### src/rtl/gpio_port_pkg.sv
package gpio_port_pkg;

    localparam int REG_ADDR_W = 3;

    typedef enum logic [REG_ADDR_W-1:0] {
        SEL_DIR = 3'd0,
        SEL_DAT = 3'd1,
        SEL_ODM = 3'd2,
        SEL_PUP = 3'd3,
        SEL_PIN = 3'd4
    } reg_sel_e;

    // effective configuration of one pin after peripheral overrides
    typedef struct packed {
        logic dir;
        logic dat;
        logic odm;
        logic pup;
    } pin_cfg_t;

    // pad control bundle of one pin
    typedef struct packed {
        logic oe;
        logic out;
        logic pu;
        logic pd;
    } pad_ctl_t;

    function automatic pad_ctl_t resolve_pad(input pin_cfg_t c, input logic force_pd);
        pad_ctl_t r;
        logic released;
        released = !c.dir || (c.odm && c.dat);
        r.oe  = !released;
        r.out = !released && c.dat;
        r.pu  = c.pup && released && !force_pd;
        r.pd  = force_pd;
        return r;
    endfunction

endpackage

### src/rtl/gpio_regs.sv
module gpio_regs
    import gpio_port_pkg::*;
#(
    parameter int NPINS = 8
) (
    input  logic                  clk,
    input  logic                  rst,
    input  logic                  wr_en,
    input  logic [REG_ADDR_W-1:0] addr,
    input  logic [NPINS-1:0]      wr_data,
    input  logic [NPINS-1:0]      pad_in,
    output logic [NPINS-1:0]      dir_q,
    output logic [NPINS-1:0]      dat_q,
    output logic [NPINS-1:0]      odm_q,
    output logic [NPINS-1:0]      pup_q,
    output logic [NPINS-1:0]      rd_data
);

    localparam logic [NPINS-1:0] ALL_ZERO = '0;
    localparam logic [NPINS-1:0] ALL_ONE  = '1;

    reg_sel_e sel;
    assign sel = reg_sel_e'(addr);

    always_ff @(posedge clk) begin
        if (rst) begin
            dir_q <= ALL_ZERO;
            dat_q <= ALL_ZERO;
            odm_q <= ALL_ZERO;
            pup_q <= ALL_ONE;
        end else if (wr_en) begin
            case (sel)
                SEL_DIR: dir_q <= wr_data;
                SEL_DAT: dat_q <= wr_data;
                SEL_ODM: odm_q <= wr_data;
                SEL_PUP: pup_q <= wr_data;
                default: ;
            endcase
        end
    end

    always_comb begin
        case (sel)
            SEL_DIR: rd_data = dir_q;
            SEL_DAT: rd_data = dat_q;
            SEL_ODM: rd_data = odm_q;
            SEL_PUP: rd_data = pup_q;
            SEL_PIN: rd_data = pad_in;
            default: rd_data = ALL_ZERO;
        endcase
    end

endmodule

### src/rtl/gpio_altfunc.sv
module gpio_altfunc
    import gpio_port_pkg::*;
#(
    parameter int NPINS  = 8,
    parameter int S0_PIN = 4,
    parameter int S1_PIN = 5,
    parameter int TX_PIN = 6,
    parameter int RX_PIN = 7
) (
    input  logic [NPINS-1:0]     dir_q,
    input  logic [NPINS-1:0]     dat_q,
    input  logic [NPINS-1:0]     odm_q,
    input  logic [NPINS-1:0]     pup_q,
    input  logic                 ser_en,
    input  logic                 ser_s0_is_out,
    input  logic                 ser_s1_is_out,
    input  logic                 ser_s0_val,
    input  logic                 ser_s1_val,
    input  logic                 uart_tx_en,
    input  logic                 uart_tx,
    input  logic                 uart_rx_en,
    input  logic                 rx_pad,
    output pin_cfg_t [NPINS-1:0] cfg,
    output logic                 uart_rx
);

    for (genvar i = 0; i < NPINS; i++) begin : g_pin
        pin_cfg_t base;
        assign base = '{dir: dir_q[i], dat: dat_q[i], odm: odm_q[i], pup: pup_q[i]};

        if (i == S0_PIN) begin : g_s0
            always_comb begin
                cfg[i] = base;
                if (ser_en) begin
                    cfg[i].dir = 1'b1;
                    cfg[i].odm = 1'b1;
                    cfg[i].dat = ser_s0_is_out ? ser_s0_val : 1'b1;
                end
            end
        end else if (i == S1_PIN) begin : g_s1
            always_comb begin
                cfg[i] = base;
                if (ser_en) begin
                    cfg[i].dir = 1'b1;
                    cfg[i].odm = 1'b1;
                    cfg[i].dat = ser_s1_is_out ? ser_s1_val : 1'b1;
                end
            end
        end else if (i == TX_PIN) begin : g_tx
            always_comb begin
                cfg[i] = base;
                if (uart_tx_en) begin
                    cfg[i].dir = 1'b1;
                    cfg[i].dat = uart_tx;
                end
            end
        end else if (i == RX_PIN) begin : g_rx
            always_comb begin
                cfg[i] = base;
                if (uart_rx_en) begin
                    cfg[i].dir = 1'b0;
                end
            end
        end else begin : g_gp
            assign cfg[i] = base;
        end
    end

    assign uart_rx = uart_rx_en ? rx_pad : 1'b1;

endmodule

### src/rtl/gpio_padctl.sv
module gpio_padctl
    import gpio_port_pkg::*;
#(
    parameter int NPINS  = 8,
    parameter int PD_PIN = 1
) (
    input  pin_cfg_t [NPINS-1:0] cfg,
    input  logic                 por_active,
    output logic [NPINS-1:0]     pad_oe,
    output logic [NPINS-1:0]     pad_out,
    output logic [NPINS-1:0]     pad_pu,
    output logic [NPINS-1:0]     pad_pd
);

    for (genvar i = 0; i < NPINS; i++) begin : g_pad
        pad_ctl_t ctl;
        logic     force_pd;

        if (i == PD_PIN) begin : g_pd
            assign force_pd = por_active;
        end else begin : g_nopd
            assign force_pd = 1'b0;
        end

        assign ctl        = resolve_pad(cfg[i], force_pd);
        assign pad_oe[i]  = ctl.oe;
        assign pad_out[i] = ctl.out;
        assign pad_pu[i]  = ctl.pu;
        assign pad_pd[i]  = ctl.pd;
    end

endmodule

### src/rtl/gpio_port.sv
module gpio_port
    import gpio_port_pkg::*;
#(
    parameter int NPINS  = 8,
    parameter int PD_PIN = 1,
    parameter int S0_PIN = 4,
    parameter int S1_PIN = 5,
    parameter int TX_PIN = 6,
    parameter int RX_PIN = 7
) (
    input  logic             clk,
    input  logic             rst,
    input  logic             por_active,
    input  logic [2:0]       addr,
    input  logic             wr_en,
    input  logic [NPINS-1:0] wr_data,
    output logic [NPINS-1:0] rd_data,
    input  logic             ser_en,
    input  logic             ser_s0_is_out,
    input  logic             ser_s1_is_out,
    input  logic             ser_s0_val,
    input  logic             ser_s1_val,
    input  logic             uart_tx_en,
    input  logic             uart_tx,
    input  logic             uart_rx_en,
    output logic             uart_rx,
    input  logic [NPINS-1:0] pad_in,
    output logic [NPINS-1:0] pad_oe,
    output logic [NPINS-1:0] pad_out,
    output logic [NPINS-1:0] pad_pu,
    output logic [NPINS-1:0] pad_pd
);

    logic [NPINS-1:0]     dir_q, dat_q, odm_q, pup_q;
    pin_cfg_t [NPINS-1:0] cfg;

    gpio_regs #(.NPINS(NPINS)) u_regs (
        .clk     (clk),
        .rst     (rst),
        .wr_en   (wr_en),
        .addr    (addr),
        .wr_data (wr_data),
        .pad_in  (pad_in),
        .dir_q   (dir_q),
        .dat_q   (dat_q),
        .odm_q   (odm_q),
        .pup_q   (pup_q),
        .rd_data (rd_data)
    );

    gpio_altfunc #(
        .NPINS (NPINS),
        .S0_PIN(S0_PIN),
        .S1_PIN(S1_PIN),
        .TX_PIN(TX_PIN),
        .RX_PIN(RX_PIN)
    ) u_alt (
        .dir_q         (dir_q),
        .dat_q         (dat_q),
        .odm_q         (odm_q),
        .pup_q         (pup_q),
        .ser_en        (ser_en),
        .ser_s0_is_out (ser_s0_is_out),
        .ser_s1_is_out (ser_s1_is_out),
        .ser_s0_val    (ser_s0_val),
        .ser_s1_val    (ser_s1_val),
        .uart_tx_en    (uart_tx_en),
        .uart_tx       (uart_tx),
        .uart_rx_en    (uart_rx_en),
        .rx_pad        (pad_in[RX_PIN]),
        .cfg           (cfg),
        .uart_rx       (uart_rx)
    );

    gpio_padctl #(.NPINS(NPINS), .PD_PIN(PD_PIN)) u_pad (
        .cfg        (cfg),
        .por_active (por_active),
        .pad_oe     (pad_oe),
        .pad_out    (pad_out),
        .pad_pu     (pad_pu),
        .pad_pd     (pad_pd)
    );

endmodule

### config.mk
export PLATFORM = sky130hd
export DESIGN_NAME = gpio_port
export DESIGN_NICKNAME = d
export VERILOG_FILES = /design/src/rtl/gpio_port_pkg.sv /design/src/rtl/gpio_regs.sv /design/src/rtl/gpio_altfunc.sv /design/src/rtl/gpio_padctl.sv /design/src/rtl/gpio_port.sv
export SDC_FILE = /design/constraint.sdc
export NUM_CORES = 1
export LEC_CHECK = 0
export ABC_AREA = 1
export BUFFER_PORTS_ARGS = -buffer_cell sky130_fd_sc_hd__buf_2
export CAP_MARGIN = 25
export CELL_PAD_IN_SITES_DETAIL_PLACEMENT = 1
export CELL_PAD_IN_SITES_GLOBAL_PLACEMENT = 1
export CORE_ASPECT_RATIO = 0.7
export CORE_MARGIN = 1
export CORE_UTILIZATION = 38
export CTS_CLUSTER_SIZE = 28
export DETAILED_ROUTE_END_ITERATION = 16
export PLACE_DENSITY = 0.95
export SLEW_MARGIN = 20
export SYNTH_ARGS = -nofsm -noshare
export SYNTH_HDL_FRONTEND = slang
export SYNTH_HIERARCHICAL = 1
export SYNTH_SLANG_ARGS = --single-unit
export TNS_END_PERCENT = 1
### constraint.sdc
create_clock -name clk -period 2.25 [get_ports clk]
set_clock_uncertainty 0.15 [all_clocks]
set_input_delay 0.3375 -clock clk [delete_from_list [all_inputs] [get_ports clk]]
set_output_delay 0.3375 -clock clk [all_outputs]
set_load 0.05 [all_outputs]
==> impl_metrics.py <==
metrics = {
    "setup_path": {
        "cp_max_fo": 3,
        "crit_type": "reg -> out",
        "cp-end-kind": "primary output",
        "worstPathArrival_ns": 1.54,
        "reg2regPathDepth": 2,
        "critPathLaunchType": "flip-flop",
        "cp.required_ns": 1.76,
        "reg2reg_to": "u_regs/dir_q[2]$_SDFFE_PP0P_",
        "rr_startpoint": "u_regs/dir_q[2]$_SDFFE_PP0P_",
        "r2r_setup_slack_ns": 1.39,
    },
    "logic_synthesis": {
        "yosysMostFrequentCell": "nand2_1",
        "synthTopCellsByCount": "76 x nand2_1, 47 x nor2_1, 42 x nand3_1",
        "synth-async-reset-ratio_pct": 0,
        "syn-cell-area_sq_um": 2400,
        "ys_top_cells_by_area": "dfxtp_1 27%, nand2_1 12%, buf_4 10%, nand3_1 8.8%, nand4_1 8.6%",
        "synth_top_area_cell": "dfxtp_1",
        "ys_ff_latch": 32,
        "netlist.area_leader.share_pct": 26.7,
        "yosys_warnings": 6,
        "ys.flop_type": "dfxtp_1",
        "synth_cells": 367,
        "syn_area_per_cell_sq_um": 6.53,
        "yosysUniqueCellTypes": 24,
        "synth_edf_count": 0,
        "yosysSeqAreaShare_pct": 26.7,
    },
    "clocking": {
        "cts_root_buffer": "clkbuf_8",
        "cts_htree_levels": 2,
        "cts_made_buffers": 5,
        "ctsResizeCount": 0,
        "clk_latency_ns": 0.28,
        "cts_tree": "done",
        "hold_buffers": 0,
        "clockBufferDepth": 2,
        "path_clk_slew_ns": 0.07,
        "cts_setup_buffers": 0,
        "cts_sinks": 32,
    },
    "power_and_ir_drop": {
        "power_leakage_nw": 1.40,
        "p_switching_uw": 534,
        "pwr-share-clk_pct": 32.5,
        "switching_share_pct": 35.6,
        "p_int_uw": 966,
        "combinationalPowerShare_pct": 27.3,
        "power_frac_seq_pct": 40.2,
        "ir_worst_vdd_mv": 0.244,
        "powerDensity_nw_per_um2": 559,
    },
    "placed_design": {
        "routabilityCongestion": 0.851,
        "dpl.cell_count": 475,
        "numPortBuffers": 64,
        "dp_hpwl_mm": 5.59,
    },
    "sta": {
        "finalCritPeriodShare_pct": 90.2,
        "fmax_mhz": 493,
        "slew_viol_final": 0,
        "hold_ws_ns": 0.194,
        "fin_crit_ns": 2.03,
        "hold_violations": 0,
        "setup_viol": 0,
        "rsz0062_at_grt": "no",
        "setup_tns_ns": 0,
    },
    "hold_path": {
        "hp-start": "wr_data[7]",
        "hold_depth": 3,
        "min_to": "u_regs/pup_q[7]$_SDFFE_PP1P_",
        "hold_class": "in -> reg",
    },
    "routing": {
        "via_per_inst": 5.16,
        "vias": 2485,
        "ant_nets": 0,
        "routed_wl_mm": 7.47,
        "wl_per_cell_microns": 15.5,
        "drtIter0Drc": 91,
        "dr.pass1.iters": 4,
        "drc": 0,
    },
    "final_layout": {
        "utilization_pct": 45.5,
        "nNetsFinal": 438,
        "syn_to_final_growth_pct": 12.0,
        "num_antenna_cells": 0,
        "final_cell_count_no_fill": 482,
        "drive_gt1_share_pct": 29.0,
    },
    "die": {
        "dieWidth_microns": 96.9,
        "start_util_pct": 40.6,
        "row_count": 23,
        "boundaryPins": 72,
        "die_h_microns": 68.4,
        "core_sq_um": 5900,
        "die_area_sq_um": 6630,
    },
    "grt": {
        "antenna_found_initial": 0,
        "grt_pass1_wl_mm": 12.3,
        "track_usage_pct": 23.6,
        "first_global_vias": 2496,
        "grt_max_degree": 22,
        "grt-ovfl-total": 0,
    },
    "flow_run": {
        "maxCapViolations": 0,
    },
    "status": {
        "status": "completed",
    },
}
-- worst max-delay path: stages, from the launching register on --
cell and delay, ns:
dfxtp_1 0.36, inv_1 0.07, o21ai_0 0.31, nand2_2 0.13
a21boi_2 0.13, buf_2 0.27
-- worst max-delay path by stage --
stage / endpoint / depth (start not counted) / start / slack [ns]
floorplan: rd_data[6] / 7 / addr[0] / 0.44
global placement: rd_data[2] / 8 / addr[0] / 0.29
detailed placement: rd_data[4] / 8 / addr[0] / 0.25
CTS: pad_pu[6] / 5 / u_regs/dat_q[6]$_SDFFE_PP0P_ / 0.18
global route: pad_pu[6] / 5 / u_regs/dat_q[6]$_SDFFE_PP0P_ / 0.04
finish: pad_pu[6] / 5 / u_regs/dat_q[6]$_SDFFE_PP0P_ / 0.22
-- routing by layer --
metal / vias up / track usage (%) / part of all wire [%] / routed length, microns
met2: 88 / 44.2 / 48 / 3610
li1: 1220 / - / - / -
met1: 1165 / 28.6 / 44 / 3250
met4: 0 / 6.72 / 1.2 / 87
met5: - / 0 / 0 / 0
met3: 12 / 3.98 / 6.9 / 518
-- flip-flops by register name (all words and copies together), names as in the netlist --
name and cells:
u_regs/odm_q 8, u_regs/pup_q 8, u_regs/dat_q 8, u_regs/dir_q 8
-- power groups by stage --
stage | Clock (mW) | Combinational [mW] | Sequential [mW]
4_1_cts | 0.499 | 0.410 | 0.603
3_5_place_dp | 0 | 0.409 | 0.615
6_report | 0.487 | 0.410 | 0.603
3_3_place_gp | 0 | 0.397 | 0.615
5_1_grt | 0.523 | 0.442 | 0.605
2_1_floorplan | 0 | 0.331 | 0.607
-- cell type report --
cell class | count | area, sq um
fillers | 810 | 3220
multi-input cells | 252 | 1290
flip-flops and latches | 32 | 641
repair buffers | 75 | 403
inverters | 41 | 154
clock buffers | 7 | 96.3
well taps | 75 | 93.8
-- through the flow --
stage,total power [mW],area (sq um),setup slack (ns)
2_1_floorplan,0.938,2420,0.435
3_3_place_gp,1.01,2590,0.285
3_5_place_dp,1.02,2590,0.246
4_1_cts,1.51,2680,0.182
5_1_grt,1.57,2680,0.0373
6_report,1.50,2680,0.220
-- layout by cell type (no fill, tap or decap), types with 3 or more instances in the layout --
| cell | count |
|---|---|
| nand3_1 | 42 |
| nand2_2 | 8 |
| nor2_1 | 47 |
| a21oi_1 | 8 |
| inv_1 | 38 |
| nor2_4 | 6 |
| and2_4 | 8 |
| a21boi_2 | 7 |
| buf_4 | 11 |
| nand2_1 | 76 |
| clkbuf_8 | 7 |
| nand4_1 | 33 |
| or2_1 | 5 |
| buf_2 | 64 |
| conb_1 | 7 |
| dfxtp_1 | 32 |
| inv_2 | 3 |
-- cell families after synthesis --
logic type / count (synthesis) / share of synthesized area, %
buffers and inverters: 89 / 20.2
flip-flops: 32 / 26.7
other: 1 / 0.157
AO/OA/AOI/OAI: 17 / 5.54
AND/OR/NAND/NOR: 228 / 47.4
No activity file was read; power rests on OpenSTA's default activity.
